===== src/rtl/fsh_stat_pkg.sv =====
package fsh_stat_pkg;
  typedef enum logic [1:0] {
    OP_PROG   = 2'd0,
    OP_SERASE = 2'd1,
    OP_CERASE = 2'd2,
    OP_RSVD   = 2'd3
  } op_kind_t;

  typedef enum logic [2:0] {
    ST_IDLE = 3'd0,
    ST_RUN  = 3'd1,
    ST_SUSP = 3'd2,
    ST_FAIL = 3'd3,
    ST_PROT = 3'd4
  } st_t;

  localparam int unsigned STAT_W = 8;
  localparam int unsigned B_POLL = 7;
  localparam int unsigned B_TGL  = 6;
  localparam int unsigned B_TLIM = 5;
  localparam int unsigned B_WIN  = 3;
  localparam int unsigned B_ETGL = 2;
endpackage


===== src/rtl/fsh_stat_ctl.sv =====
module fsh_stat_ctl
  import fsh_stat_pkg::*;
#(
  parameter int unsigned PROT_PROG_CYC  = 6,
  parameter int unsigned PROT_ERASE_CYC = 20
) (
  input  logic     clk,
  input  logic     rst,
  input  logic     op_start,
  input  op_kind_t kind_in,
  input  logic     bit7_in,
  input  logic     prot_in,
  input  logic     op_done,
  input  logic     fail,
  input  logic     susp,
  input  logic     reset_cmd,
  output st_t      st_q,
  output op_kind_t kind_q,
  output logic     bit7_q,
  output logic     ready_q
);
  localparam int unsigned MAXC = (PROT_PROG_CYC > PROT_ERASE_CYC) ? PROT_PROG_CYC : PROT_ERASE_CYC;
  localparam int unsigned CW   = (MAXC > 1) ? $clog2(MAXC + 1) : 1;

  st_t           st_n;
  logic [CW-1:0] cnt_q, cnt_n;

  always_comb begin
    st_n  = st_q;
    cnt_n = cnt_q;
    unique case (st_q)
      ST_IDLE: begin
        if (op_start) begin
          if (prot_in) begin
            st_n  = ST_PROT;
            cnt_n = (kind_in == OP_PROG) ? CW'(PROT_PROG_CYC - 1) : CW'(PROT_ERASE_CYC - 1);
          end else begin
            st_n = ST_RUN;
          end
        end
      end
      ST_RUN: begin
        if (fail)                              st_n = ST_FAIL;
        else if (op_done)                      st_n = ST_IDLE;
        else if (susp && kind_q == OP_SERASE)  st_n = ST_SUSP;
      end
      ST_SUSP: begin
        if (!susp) st_n = ST_RUN;
      end
      ST_FAIL: begin
        if (reset_cmd) st_n = ST_IDLE;
      end
      ST_PROT: begin
        if (fail)              st_n = ST_FAIL;
        else if (cnt_q == '0)  st_n = ST_IDLE;
        else                   cnt_n = cnt_q - 1'b1;
      end
      default: st_n = ST_IDLE;
    endcase
  end

  always_ff @(posedge clk) begin
    if (rst) begin
      st_q    <= ST_IDLE;
      cnt_q   <= '0;
      kind_q  <= OP_PROG;
      bit7_q  <= 1'b0;
      ready_q <= 1'b1;
    end else begin
      st_q    <= st_n;
      cnt_q   <= cnt_n;
      ready_q <= !(st_n == ST_RUN || st_n == ST_PROT);
      if (st_q == ST_IDLE && op_start) begin
        kind_q <= kind_in;
        bit7_q <= bit7_in;
      end
    end
  end
endmodule


===== src/rtl/fsh_stat_tgl.sv =====
module fsh_stat_tgl (
  input  logic clk,
  input  logic rst,
  input  logic rd_strobe,
  input  logic clr,
  input  logic en6,
  input  logic en2,
  output logic rd_rise,
  output logic t6_n,
  output logic t2_n
);
  logic prev_q, t6_q, t2_q;

  always_comb begin
    rd_rise = rd_strobe & ~prev_q;
    if (clr) begin
      t6_n = 1'b0;
      t2_n = 1'b0;
    end else begin
      t6_n = (rd_rise && en6) ? ~t6_q : t6_q;
      t2_n = (rd_rise && en2) ? ~t2_q : t2_q;
    end
  end

  always_ff @(posedge clk) begin
    if (rst) begin
      prev_q <= 1'b0;
      t6_q   <= 1'b0;
      t2_q   <= 1'b0;
    end else begin
      prev_q <= rd_strobe;
      t6_q   <= t6_n;
      t2_q   <= t2_n;
    end
  end
endmodule


===== src/rtl/fsh_stat_fmt.sv =====
module fsh_stat_fmt
  import fsh_stat_pkg::*;
(
  input  logic              clk,
  input  logic              rst,
  input  logic              rd_rise,
  input  logic              show_status,
  input  logic              dq7,
  input  logic              dq5,
  input  logic              dq3,
  input  logic              t6,
  input  logic              t2,
  input  logic [STAT_W-1:0] array_data,
  output logic [STAT_W-1:0] rd_data
);
  logic [STAT_W-1:0] word;

  always_comb begin
    word = '0;
    if (show_status) begin
      word[B_POLL] = dq7;
      word[B_TGL]  = t6;
      word[B_TLIM] = dq5;
      word[B_WIN]  = dq3;
      word[B_ETGL] = t2;
    end else begin
      word = array_data;
    end
  end

  always_ff @(posedge clk) begin
    if (rst)          rd_data <= '0;
    else if (rd_rise) rd_data <= word;
  end
endmodule


===== src/rtl/fsh_stat_gen.sv =====
module fsh_stat_gen
  import fsh_stat_pkg::*;
#(
  parameter int unsigned NSEC           = 19,
  parameter int unsigned SW             = (NSEC > 1) ? $clog2(NSEC) : 1,
  parameter int unsigned PROT_PROG_CYC  = 6,
  parameter int unsigned PROT_ERASE_CYC = 20
) (
  input  logic              clk,
  input  logic              rst,
  input  logic              op_start,
  input  logic [1:0]        op_kind,
  input  logic              op_bit7,
  input  logic              op_prot,
  input  logic              op_done,
  input  logic              fail,
  input  logic              win_open,
  input  logic              susp,
  input  logic              reset_cmd,
  input  logic [NSEC-1:0]   erase_map,
  input  logic              rd_strobe,
  input  logic [SW-1:0]     rd_sector,
  input  logic [STAT_W-1:0] array_data,
  output logic [STAT_W-1:0] rd_data,
  output logic              ready
);
  st_t      st;
  op_kind_t kind;
  logic     bit7;
  logic     rd_rise, t6_n, t2_n;
  logic     sec_hit, in_erase, is_erase;
  logic     active, en6, en2, show, dq7, dq5, dq3;

  fsh_stat_ctl #(
    .PROT_PROG_CYC (PROT_PROG_CYC),
    .PROT_ERASE_CYC(PROT_ERASE_CYC)
  ) u_ctl (
    .clk      (clk),
    .rst      (rst),
    .op_start (op_start),
    .kind_in  (op_kind_t'(op_kind)),
    .bit7_in  (op_bit7),
    .prot_in  (op_prot),
    .op_done  (op_done),
    .fail     (fail),
    .susp     (susp),
    .reset_cmd(reset_cmd),
    .st_q     (st),
    .kind_q   (kind),
    .bit7_q   (bit7),
    .ready_q  (ready)
  );

  always_comb begin
    sec_hit = 1'b0;
    for (int i = 0; i < NSEC; i++) begin
      if (rd_sector == SW'(i)) sec_hit = sec_hit | erase_map[i];
    end
  end

  always_comb begin
    is_erase = (kind == OP_SERASE) || (kind == OP_CERASE);
    in_erase = (kind == OP_CERASE) || (kind == OP_SERASE && sec_hit);
    active   = (st == ST_RUN) || (st == ST_FAIL) || (st == ST_PROT);
    en6      = active;
    en2      = ((st == ST_RUN) || (st == ST_FAIL) || (st == ST_SUSP)) && in_erase;
    show     = active || (st == ST_SUSP && in_erase);
    dq5      = (st == ST_FAIL);
    if (st == ST_SUSP) begin
      dq7 = 1'b1;
      dq3 = 1'b0;
    end else begin
      dq7 = (kind == OP_PROG) ? ~bit7 : 1'b0;
      dq3 = is_erase && !(kind == OP_SERASE && win_open && st == ST_RUN);
    end
  end

  fsh_stat_tgl u_tgl (
    .clk      (clk),
    .rst      (rst),
    .rd_strobe(rd_strobe),
    .clr      (st == ST_IDLE),
    .en6      (en6),
    .en2      (en2),
    .rd_rise  (rd_rise),
    .t6_n     (t6_n),
    .t2_n     (t2_n)
  );

  fsh_stat_fmt u_fmt (
    .clk        (clk),
    .rst        (rst),
    .rd_rise    (rd_rise),
    .show_status(show),
    .dq7        (dq7),
    .dq5        (dq5),
    .dq3        (dq3),
    .t6         (t6_n),
    .t2         (t2_n),
    .array_data (array_data),
    .rd_data    (rd_data)
  );
endmodule


===== config.mk =====
export PLATFORM = sky130hd
export DESIGN_NAME = fsh_stat_gen
export DESIGN_NICKNAME = d
export VERILOG_FILES = /design/src/rtl/fsh_stat_pkg.sv /design/src/rtl/fsh_stat_ctl.sv /design/src/rtl/fsh_stat_tgl.sv /design/src/rtl/fsh_stat_fmt.sv /design/src/rtl/fsh_stat_gen.sv
export SDC_FILE = /design/constraint.sdc
export NUM_CORES = 1
export LEC_CHECK = 0
export BUFFER_PORTS_ARGS = -buffer_cell sky130_fd_sc_hd__buf_2
export CAP_MARGIN = 30
export CELL_PAD_IN_SITES_DETAIL_PLACEMENT = 0
export CELL_PAD_IN_SITES_GLOBAL_PLACEMENT = 1
export CORE_ASPECT_RATIO = 0.7
export CORE_MARGIN = 3
export CORE_UTILIZATION = 37
export DETAILED_ROUTE_END_ITERATION = 7
export GPL_TIMING_DRIVEN = 1
export PLACE_DENSITY = 0.83
export SYNTH_ARGS = -nofsm -noshare
export SYNTH_HDL_FRONTEND = slang
export SYNTH_HIERARCHICAL = 1
export SYNTH_SLANG_ARGS = --single-unit

===== constraint.sdc =====
create_clock -name clk -period 2.43 [get_ports clk]
set_input_delay 0.243 -clock clk [delete_from_list [all_inputs] [get_ports clk]]
set_output_delay 0.243 -clock clk [all_outputs]
set_load 0.02 [all_outputs]

## Word level (Yosys, flattened, before mapping)

Cells that the tools add are included.

- Register bits after elaboration: 23
- Input bits: 45
- Output and inout port bits: 9

- $add $sub $neg: 1
- Equality and inequality tests: 30
- Muxes and demuxes: 46
- Bitwise operators: 23
- Reduce and logical (&&, ||, !) cells: 26

Operators with widths:

| kind | count |
|---|---|
| equality test 5 x 4 -> 1 bit, second input constant | 8 |
| 2-to-1 mux 3 bit | 10 |
| 2-to-1 mux 1 bit | 27 |
| 2-to-1 mux 5 bit | 5 |
| equality test 5 x 3 -> 1 bit, second input constant | 4 |
| bitwise OR 1 bit | 18 |
| equality test 5 bit, second input constant | 3 |
| case mux 3 bit (5 select lines) | 1 |
| equality test 5 x 2 -> 1 bit, second input constant | 2 |
| logical AND 1 bit | 10 |
| zero test 5 bit | 2 |
| case mux 5 bit (2 select lines) | 1 |
| inequality test 2 bit, second input constant | 4 |
| logical OR 1 bit | 7 |
| equality test 3 x 1 -> 1 bit, second input constant | 2 |
| equality test 3 x 2 -> 1 bit, second input constant | 2 |
| equality test 3 bit, second input constant | 2 |
| equality test 5 x 1 -> 1 bit, second input constant | 1 |
| AND reduction 5 bit | 1 |
| subtractor 5 x 1 -> 5 bit, second input constant | 1 |
| zero test 2 bit | 2 |
| 2-to-1 mux 2 bit | 2 |
| NOT 1 bit | 4 |
| zero test 3 bit | 1 |
| 5 further kinds | 6 |

## Logic depth before layout (Yosys ltp)

Gate-level depths: netlist (run 1).

- Depth in word-level cells: 45
- Mapped depth: 10
- Gate-level depth less buffers: 9

## By module

The synthesis (run 1) kept the hierarchy.

By module, submodules not included:

| module | instances | cells each | area each (um^2) | seq. area each (um^2) |
|---|---|---|---|---|
| fsh_stat_ctl | 1 | 78 | 728.2 | 240.2 |
| fsh_stat_gen | 1 | 55 | 384.1 | 0.0 |
| fsh_stat_fmt | 1 | 35 | 364.1 | 160.2 |
| fsh_stat_tgl | 1 | 19 | 191.4 | 60.1 |

## Worst setup path after synthesis (run 1)

No wires, ideal clock.

- Path type: input to register
- From: in rd_sector[0]
- To: reg u_fmt.rd_data[2]
- Arrival time: 1.899 ns
- Data required time: 2.299 ns
- Path slack: 0.400 ns
- Stages: 10
- Buffers on the path: 1
- Path through: buf_6 mux2i_1 o211ai_1 and3_1 a311oi_1 o21ai_1 and3b_2 mux2_4 mux2i_1 a211oi_2

- Cells in the longest elaborated chain, start to end: 45
- Elaborated cells between the ends (all ways): 65

RTL lines:

| element | line | RTL |
|---|---|---|
| start: declaration | fsh_stat_gen.sv:22 | `input logic [SW-1:0] rd_sector,` |
| zero test 5 bit | fsh_stat_gen.sv:57 | `if (rd_sector == SW'(i)) sec_hit = sec_hit \| erase_map[i];` |
| 2-to-1 mux 1 bit | fsh_stat_gen.sv:57 |  |
| bitwise OR 1 bit | fsh_stat_gen.sv:57 |  |
| 2-to-1 mux 1 bit | fsh_stat_gen.sv:57 |  |
| bitwise OR 1 bit | fsh_stat_gen.sv:57 |  |
| 2-to-1 mux 1 bit | fsh_stat_gen.sv:57 |  |
| bitwise OR 1 bit | fsh_stat_gen.sv:57 |  |
| 2-to-1 mux 1 bit | fsh_stat_gen.sv:57 |  |
| (+31 left out) | n/a |  |
| logical OR 1 bit * | fsh_stat_gen.sv:63 | `in_erase = (kind == OP_CERASE) \|\| (kind == OP_SERASE && sec_hit);` |
| logical AND 1 bit * | fsh_stat_gen.sv:66 | `en2 = ((st == ST_RUN) \|\| (st == ST_FAIL) \|\| (st == ST_SUSP)) && in_erase;` |
| named net en2 | fsh_stat_gen.sv:32 | `logic active, en6, en2, show, dq7, dq5, dq3;` |
| logical AND 1 bit * | fsh_stat_tgl.sv:21 | `t2_n = (rd_rise && en2) ? ~t2_q : t2_q;` |
| 2-to-1 mux 1 bit * | fsh_stat_tgl.sv:21 |  |
| 2-to-1 mux 1 bit * | fsh_stat_tgl.sv:16 | `if (clr) begin` |
| named net t2_n | fsh_stat_gen.sv:30 | `logic rd_rise, t6_n, t2_n;` |
| 2-to-1 mux 2 bit * | fsh_stat_fmt.sv:20 | `if (show_status) begin` |
| end signal: assignment | fsh_stat_fmt.sv:33 | `else if (rd_rise) rd_data <= word;` |
| end: declaration | fsh_stat_fmt.sv:14 | `output logic [STAT_W-1:0] rd_data` |

Mark *: on every way through the listed nets, which the timed path passes. The rest lies on a longest branch.
A chain may end at the register's enable or synchronous reset.

## Worst setup path after layout (run 1)

- From: reg u_ctl.cnt_q[0]
- To: reg u_ctl.cnt_q[3]

- Cells in the longest elaborated chain, start to end: 4
- Elaborated cells between the ends (all ways): 7

RTL lines:

| element | line | RTL |
|---|---|---|
| start: declaration | fsh_stat_ctl.sv:26 | `logic [CW-1:0] cnt_q, cnt_n;` |
| start signal: assignment | fsh_stat_ctl.sv:71 | `cnt_q <= cnt_n;` |
| subtractor 5 x 1 -> 5 bit | fsh_stat_ctl.sv:56 | `else cnt_n = cnt_q - 1'b1;` |
| 2-to-1 mux 5 bit | fsh_stat_ctl.sv:55 | `else if (cnt_q == '0) st_n = ST_IDLE;` |
| 2-to-1 mux 5 bit | fsh_stat_ctl.sv:54 | `if (fail) st_n = ST_FAIL;` |
| case mux 5 bit (2 select lines) | fsh_stat_ctl.sv:31 | `unique case (st_q)` |

Several ways; a longest one is shown, not always the timed one. The select of a mux whose other input is x is not followed.

==> results.sh, run 1 <==
export IMPL_status="finished, final reports clean"
export IMPL_drive_gt1_share_pct=32.8
export IMPL_clk_latency_ps=260
export IMPL_tritoncts="done"
export IMPL_hold_viol_final=0
export IMPL_r2r_start="u_ctl/cnt_q[0]$_SDFFE_PP0P_"
export IMPL_clock_tree_root_cell="clkbuf_8"
export IMPL_antenna_found_initial=0
export IMPL_clk_pin_slew_ps=80
export IMPL_worst_r2r_path_depth=6
export IMPL_num_antenna_cells=0
export IMPL_ys_top_cells_by_area="dfxtp_1 28%, mux2i_1 8.4%, buf_6 4.7%, nor2_1 3.8%, ha_1 3.8%"
export IMPL_hp_class="input port to register"
export IMPL_drv_slew=0
export IMPL_fin_skew_ps=1.46
export IMPL_overflow=0
export IMPL_clock_path_buffers=2
export IMPL_rrSetupSlack_ps=420
export IMPL_htree_levels=1
export IMPL_final_min_clock_period_ps=2010
export IMPL_synth_ff_type="dfxtp_1"
export IMPL_synth_top_cell_area_share_pct=27.6
export IMPL_regToRegEndpoint="u_ctl/cnt_q[3]$_SDFFE_PP0P_"
export IMPL_worst_pin_slew_ps=508
export IMPL_synth_edf_count=0
export IMPL_ys_warn_count=6
export IMPL_grt_pass1_vias=1350
export IMPL_gp_congestion=0.759
export IMPL_powerDensity_nw_per_um2=548
export IMPL_dp_cells=286
export IMPL_setup_violations=0
export IMPL_die_height_um=62.2
export IMPL_mostFrequentLayoutCell="buf_2"
export IMPL_port_buffers=53
export IMPL_cpMaxStageDelayCell="or4b_1"
export IMPL_netlist_instances=187
export IMPL_maxCapViolCount=0
export IMPL_dieArea_um2=5360
export IMPL_vias_per_cell=5.21
export IMPL_yosysTopAreaCell="dfxtp_1"
export IMPL_final_util_pct=48.3
export IMPL_drc=0
export IMPL_synth_seq_cells=23
export IMPL_timing_critical_path_cells="inv_1 > ha_1 > or4b_1 > a32oi_4 > o21ai_0 > a221oi_1"
export IMPL_drtIter0Drc=55
export IMPL_cp_slowest_stage_delay_ps=560
export IMPL_clock_sinks=23
export IMPL_grt_max_degree=26
export IMPL_worst_setup_path_type="register to register"
export IMPL_io_pin_count=54
export IMPL_grt_first_pass_wirelength_um=6050
export IMPL_start_util_pct=40.6
export IMPL_p_leak_nw=0.851
export IMPL_areaGrowthSynthToFinish_pct=19.1
export IMPL_cts_buffers_inserted=3
export IMPL_ys_seq_area_share_pct=27.6
export IMPL_maxSlewHeadroom_pct=66.1
export IMPL_cts_setup_buffers=0
export IMPL_ant_nets=0
export IMPL_post_place_ws_ps=173
export IMPL_cts_repair_resized=0
export IMPL_dr_pass1_iters=4
export IMPL_syn_avg_cell_area_um2=8.92
export IMPL_wire_per_inst_um=12.8
export IMPL_rows=19
export IMPL_worst_ir_drop_vdd_uv=243
export IMPL_synth_fp_nets=237
export IMPL_fin_nets=289
export IMPL_wirelength_um=3720
export IMPL_fin_crit_sh_pct=82.8
export IMPL_finalWorstSetupSlack_ps=418
export IMPL_crit_required_ps=2590
export IMPL_endpoint_kind="register"
export IMPL_crit_arrival_ps=2180
export IMPL_synth_distinct_cells=49
export IMPL_synth_cell_area_um2=1670
export IMPL_crit_fanout=7
export IMPL_async_flop_share_pct=0
export IMPL_hpwl_um=2890
export IMPL_tns_ps=0
export IMPL_final_cell_mix="53 x buf_2, 23 x dfxtp_1, 17 x nor2_1, 14 x mux2i_1, 10 x inv_1"
export IMPL_via_count=1510
export IMPL_grt_use_total_pct=13.4
export IMPL_die_x_um=86.2
export IMPL_startpoint_type="register"
export IMPL_cts_hold_buf=0
export IMPL_core_area_um2=4110
export IMPL_cp_endpoint="u_ctl/cnt_q[3]$_SDFFE_PP0P_"
export IMPL_fmax_mhz=497
export IMPL_rsz0062_at_grt="no"
export IMPL_crit_path_start="u_ctl/cnt_q[0]$_SDFFE_PP0P_"
export IMPL_layoutNonFillerInstCount=290
==> layout make-up <==
cell class | count | area [µm²]
inverters | 10 | 37.5
multi-input cells | 143 | 1070
well taps | 52 | 65.1
clock buffers | 4 | 45.0
fillers | 418 | 2130
flip-flops and latches | 23 | 460
repair buffers | 58 | 303
==> flip-flops by register name, summed over array words and instances (netlist names) <==
name,cells
u_fmt/rd_data,8
u_ctl/kind_q,2
u_ctl/bit7_q,1
u_tgl/t6_q,1
u_ctl/st_q,3
u_ctl/cnt_q,5
u_tgl/t2_q,1
u_tgl/prev_q,1
u_ctl/ready_q,1
==> layer usage <==
| metal | up-vias | routed length, µm | track usage (%) |
|---|---|---|---|
| li1 | 784 | - | - |
| met1 | 683 | 1810 | 19.7 |
| met2 | 41 | 1640 | 20.1 |
| met3 | 2 | 245 | 2.91 |
| met4 | 0 | 25 | 2.92 |
| met5 | - | 0 | 0 |
==> worst max-delay path: cells and delay by family (launching register included) <==
family                   cells  cell delay, ps
flip-flops                   1             330
AO/OA/AOI/OAI                3             790
AND/OR/NAND/NOR              1             560
adder cells (fa/ha/maj)      1             140
buffers and inverters        1             100
==> synthesized netlist by cell type (3+ instances only) <==
cell type	n
dfxtp_1	23
nor2_1	17
mux2i_1	14
inv_1	10
a21oi_1	8
nand2b_1	8
nand3b_1	8
a211oi_1	7
buf_6	7
nand2_1	6
nor2b_1	6
ha_1	5
mux2_2	5
o21ai_0	5
nor3_1	4
a31oi_1	3
nor4b_1	3
o211ai_1	3
==> worst min path at each step <==
| stage | endpoint | depth (start not counted) | slack (ps) | from |
|---|---|---|---|---|
| CTS | u_ctl/bit7_q$_SDFFE_PP0P_ | 3 | 220 | op_bit7 |
| global route | u_tgl/prev_q$_SDFF_PP0_ | 2 | 230 | rd_strobe |
| detailed placement | u_fmt/rd_data[4]$_SDFFE_PP0P_ | 2 | 460 | u_fmt/rd_data[4]$_SDFFE_PP0P_ |
| floorplan | u_tgl/prev_q$_SDFF_PP0_ | 1 | 310 | rst |
| global placement | u_fmt/rd_data[4]$_SDFFE_PP0P_ | 2 | 450 | u_fmt/rd_data[4]$_SDFFE_PP0P_ |
| finish | u_ctl/bit7_q$_SDFFE_PP0P_ | 3 | 230 | op_bit7 |
==> per-stage QoR <==
step | instance area (µm²) | power [W] | hold slack (ps)
2_1_floorplan | 1670 | 0.000756 | 315
5_1_grt | 1990 | 0.00116 | 234
3_5_place_dp | 1940 | 0.000860 | 461
6_report | 1990 | 0.00109 | 227
4_1_cts | 1990 | 0.00110 | 220
3_3_place_gp | 1940 | 0.000861 | 454
==> where the power goes <==
| part | internal (W) | switching (W) |
|---|---|---|
| Combinational | 0.000190 | 0.000211 |
| Clock | 0.000117 | 0.000119 |
| Sequential | 0.000414 | 0.0000383 |
| Total | 0.000721 | 0.000368 |
==> kinds of logic (layout without fill, tap and decap cells) <==
logic type / count (synthesis) / after routing / share of synthesized area [%]
mux: 21 / 21 / 13.6
fa+ha+maj: 5 / 5 / 3.75
simple gates: 74 / 74 / 27.6
compound gates: 43 / 43 / 19.5
flops: 23 / 23 / 27.6
buf+inv: 21 / 72 / 7.95
Power figures use the tool's default switching activity.
==> run 2: changes to the inputs <==
ABC_AREA = 1   (was not set)
CORE_UTILIZATION = 31   (was 37)
PLACE_DENSITY = 0.79   (was 0.83)
clock period = 1.6 ns   (was 2.43 ns; I/O delays follow)
==> run 2 against run 1 <==
Net effect: combinational power grew 39%; cell area is 9.2% higher; sequential power up 46%; setup slack got worse by 280 ps; final cell count grew 36%; global-route usage is 0.97 points lower; highest routed layer unchanged; non-clock buffer count grew 4; synthesized area increased by 3.5%; largest cell class unchanged; worst hold slack got worse by 91 ps; power grew 45%; critical path type unchanged.
==> results.sh, run 2 <==
export IMPL_worst_ir_drop_vdd_uv=359
export IMPL_drive_gt1_share_pct=37.8
export IMPL_grt_max_degree=15
export IMPL_synth_ff_type="dfxtp_1"
export IMPL_synth_common_cells="55 x nand2_1, 36 x inv_1, 36 x nor2_1, 27 x nand3_1, 23 x dfxtp_1"
export IMPL_grt_pass1_vias=1575
export IMPL_ys_top_cells_by_area="dfxtp_1 27%, nand2_1 12%, inv_1 7.8%, nand3_1 7.8%, nor2_1 7.8%"
export IMPL_synth_top_cell_area_share_pct=26.7
export IMPL_ys_seq_area_share_pct=26.7
export IMPL_syn_avg_cell_area_um2=6.57
export IMPL_drv_slew=0
export IMPL_drtIter0Drc=67
export IMPL_layoutNonFillerInstCount=395
export IMPL_areaGrowthSynthToFinish_pct=25.6
export IMPL_final_min_clock_period_ps=1470
export IMPL_worst_setup_path_type="register to register"
export IMPL_fmax_mhz=682
export IMPL_cts_hold_buf=0
export IMPL_gp_congestion=0.815
export IMPL_synth_seq_cells=23
export IMPL_die_height_um=68.4
export IMPL_cts_setup_buffers=0
export IMPL_status="finished, final reports clean"
export IMPL_overflow=0
export IMPL_rows=22
export IMPL_final_util_pct=40.8
export IMPL_clock_sinks=23
export IMPL_synth_cell_area_um2=1730
export IMPL_async_flop_share_pct=0
export IMPL_synth_most_common_cell="nand2_1"
export IMPL_crit_required_ps=1820
export IMPL_hp_class="input port to register"
export IMPL_maxCapViolCount=0
export IMPL_cts_repair_resized=0
export IMPL_worst_pin_slew_ps=364
export IMPL_crit_fanout=3
export IMPL_synth_edf_count=0
export IMPL_ys_warn_count=6
export IMPL_port_buffers=53
export IMPL_clock_path_buffers=2
export IMPL_clock_tree_root_cell="clkbuf_8"
export IMPL_cts_buffers_inserted=3
export IMPL_wire_per_inst_um=10.1
export IMPL_mostFrequentLayoutCell="nand2_1"
export IMPL_dr_pass1_iters=4
export IMPL_clk_pin_slew_ps=90
export IMPL_multi_input_area_um2=1050
export IMPL_dp_cells=391
export IMPL_seqCellArea_um2=464
export IMPL_via_count=1729
export IMPL_start_util_pct=32.5
export IMPL_vias_per_cell=4.38
export IMPL_tritoncts="done"
export IMPL_fillers=578
export IMPL_core_area_um2=5310
export IMPL_startpoint_type="register"
export IMPL_ant_nets=0
export IMPL_yosysTopAreaCell="dfxtp_1"
export IMPL_htree_levels=1
export IMPL_powerDensity_nw_per_um2=730
export IMPL_grt_first_pass_wirelength_um=6510
export IMPL_grt_use_total_pct=12.5
export IMPL_largest_register_ffs=8
export IMPL_wirelength_um=4010
export IMPL_maxSlewHeadroom_pct=75.5
export IMPL_top_regs="u_fmt/rd_data: 8 flops, u_ctl/cnt_q: 5 flops, u_ctl/st_q: 3 flops"
export IMPL_fin_skew_ps=5.95
export IMPL_setup_violations=0
export IMPL_endpoint_kind="register"
export IMPL_hpwl_um=3300
export IMPL_antenna_found_initial=0
export IMPL_p_leak_nw=1.14
export IMPL_io_pin_count=54
export IMPL_regMostFlops="u_fmt/rd_data"
export IMPL_hold_viol_final=0
export IMPL_die_x_um=95.2
export IMPL_num_antenna_cells=0
export IMPL_rsz0062_at_grt="yes"
export IMPL_synth_distinct_cells=29
export IMPL_synth_fp_nets=313
export IMPL_dieArea_um2=6520
export IMPL_fin_crit_sh_pct=91.6
export IMPL_clk_latency_ps=260
export IMPL_fin_nets=374
export IMPL_netlist_instances=263
export IMPL_final_cell_mix="54 x nand2_1, 53 x buf_2, 36 x nor2_1, 33 x inv_1, 26 x nand3_1"
export IMPL_crit_arrival_ps=1680
export IMPL_drc=0
-- run 2: changes by cell type after synthesis, sizes merged, moves of 6 or more --
| cell | before | now |
|---|---|---|
| nor2b | 6 | 0 |
| nand3b | 8 | 0 |
| inv | 10 | 47 |
| mux2i | 14 | 0 |
| mux2 | 7 | 0 |
| nand3 | 1 | 37 |
| nor2 | 19 | 46 |
| a211oi | 9 | 0 |
| nand2 | 6 | 65 |
| nand2b | 8 | 0 |
-- run 2: cell type report --
| type | count | area share, % |
|---|---|---|
| well taps | 72 | 4.15 |
| flip-flops and latches | 23 | 21.4 |
| inverters | 47 | 8.60 |
| repair buffers | 62 | 15.5 |
| multi-input cells | 187 | 48.2 |
| clock buffers | 4 | 2.08 |
-- run 2: metal layers --
layer  vias up  GRT usage (%)  wire length, µm
met5         -              0                0
met4         0          0.540                4
met3         2           3.08              165
met2        26           20.7             1780
met1       758           17.2             2050
li1        943              -                -
-- run 2: worst max-delay path, stage by stage (launching register included) --
cell,delay [ps]
dfxtp_2,340
buf_4,140
inv_1,90
ha_1,170
inv_2,40
a21oi_2,130
nand3_1,90
nand2_1,80
nand3_2,80
inv_1,60
nand2_1,50
nand3_1,60
nand2_1,50
inv_1,40
-- run 2: power by group --
part           total, W  internal, W  switching (W)
logic          0.000557     0.000223       0.000334
clock network  0.000368     0.000178       0.000190
registers      0.000659     0.000624      0.0000345
total           0.00158      0.00102       0.000558
-- run 2: through the flow --
stage	total power [W]	setup TNS [ps]	area (µm²)	hold WS (ps)	worst slack, ps
2_1_floorplan	0.00104	0	1730	222	163
3_3_place_gp	0.00121	-174	2090	391	-76.8
3_5_place_dp	0.00121	-299	2090	423	-108
4_1_cts	0.00158	0	2130	148	28.8
5_1_grt	0.00170	-54.2	2170	156	-35.4
6_report	0.00158	0	2170	136	134
-- run 2: cells by family (layout without fill, tap and decap cells) --
group	Yosys count	after routing	synth area share (%)
AND/OR/NAND/NOR	157	157	46.9
adder cells (fa/ha/maj)	5	5	3.62
AO/OA/AOI/OAI	24	24	7.97
XOR/XNOR	1	1	0.507
buffers and inverters	53	113	14.3
flip-flops	23	23	26.7
-- run 2: worst paths after layout --
path / end / slack [ps] / startpoint / depth (start not counted)
max reg2reg: u_fmt/rd_data[2]$_SDFFE_PP0P_ / 130 / u_ctl/kind_q[0]$_SDFFE_PP0P_ / 13
min reg2reg: u_fmt/rd_data[1]$_SDFFE_PP0P_ / 460 / u_fmt/rd_data[1]$_SDFFE_PP0P_ / 2
max: u_fmt/rd_data[2]$_SDFFE_PP0P_ / 130 / u_ctl/kind_q[0]$_SDFFE_PP0P_ / 13
min: u_ctl/bit7_q$_SDFFE_PP0P_ / 140 / op_bit7 / 3
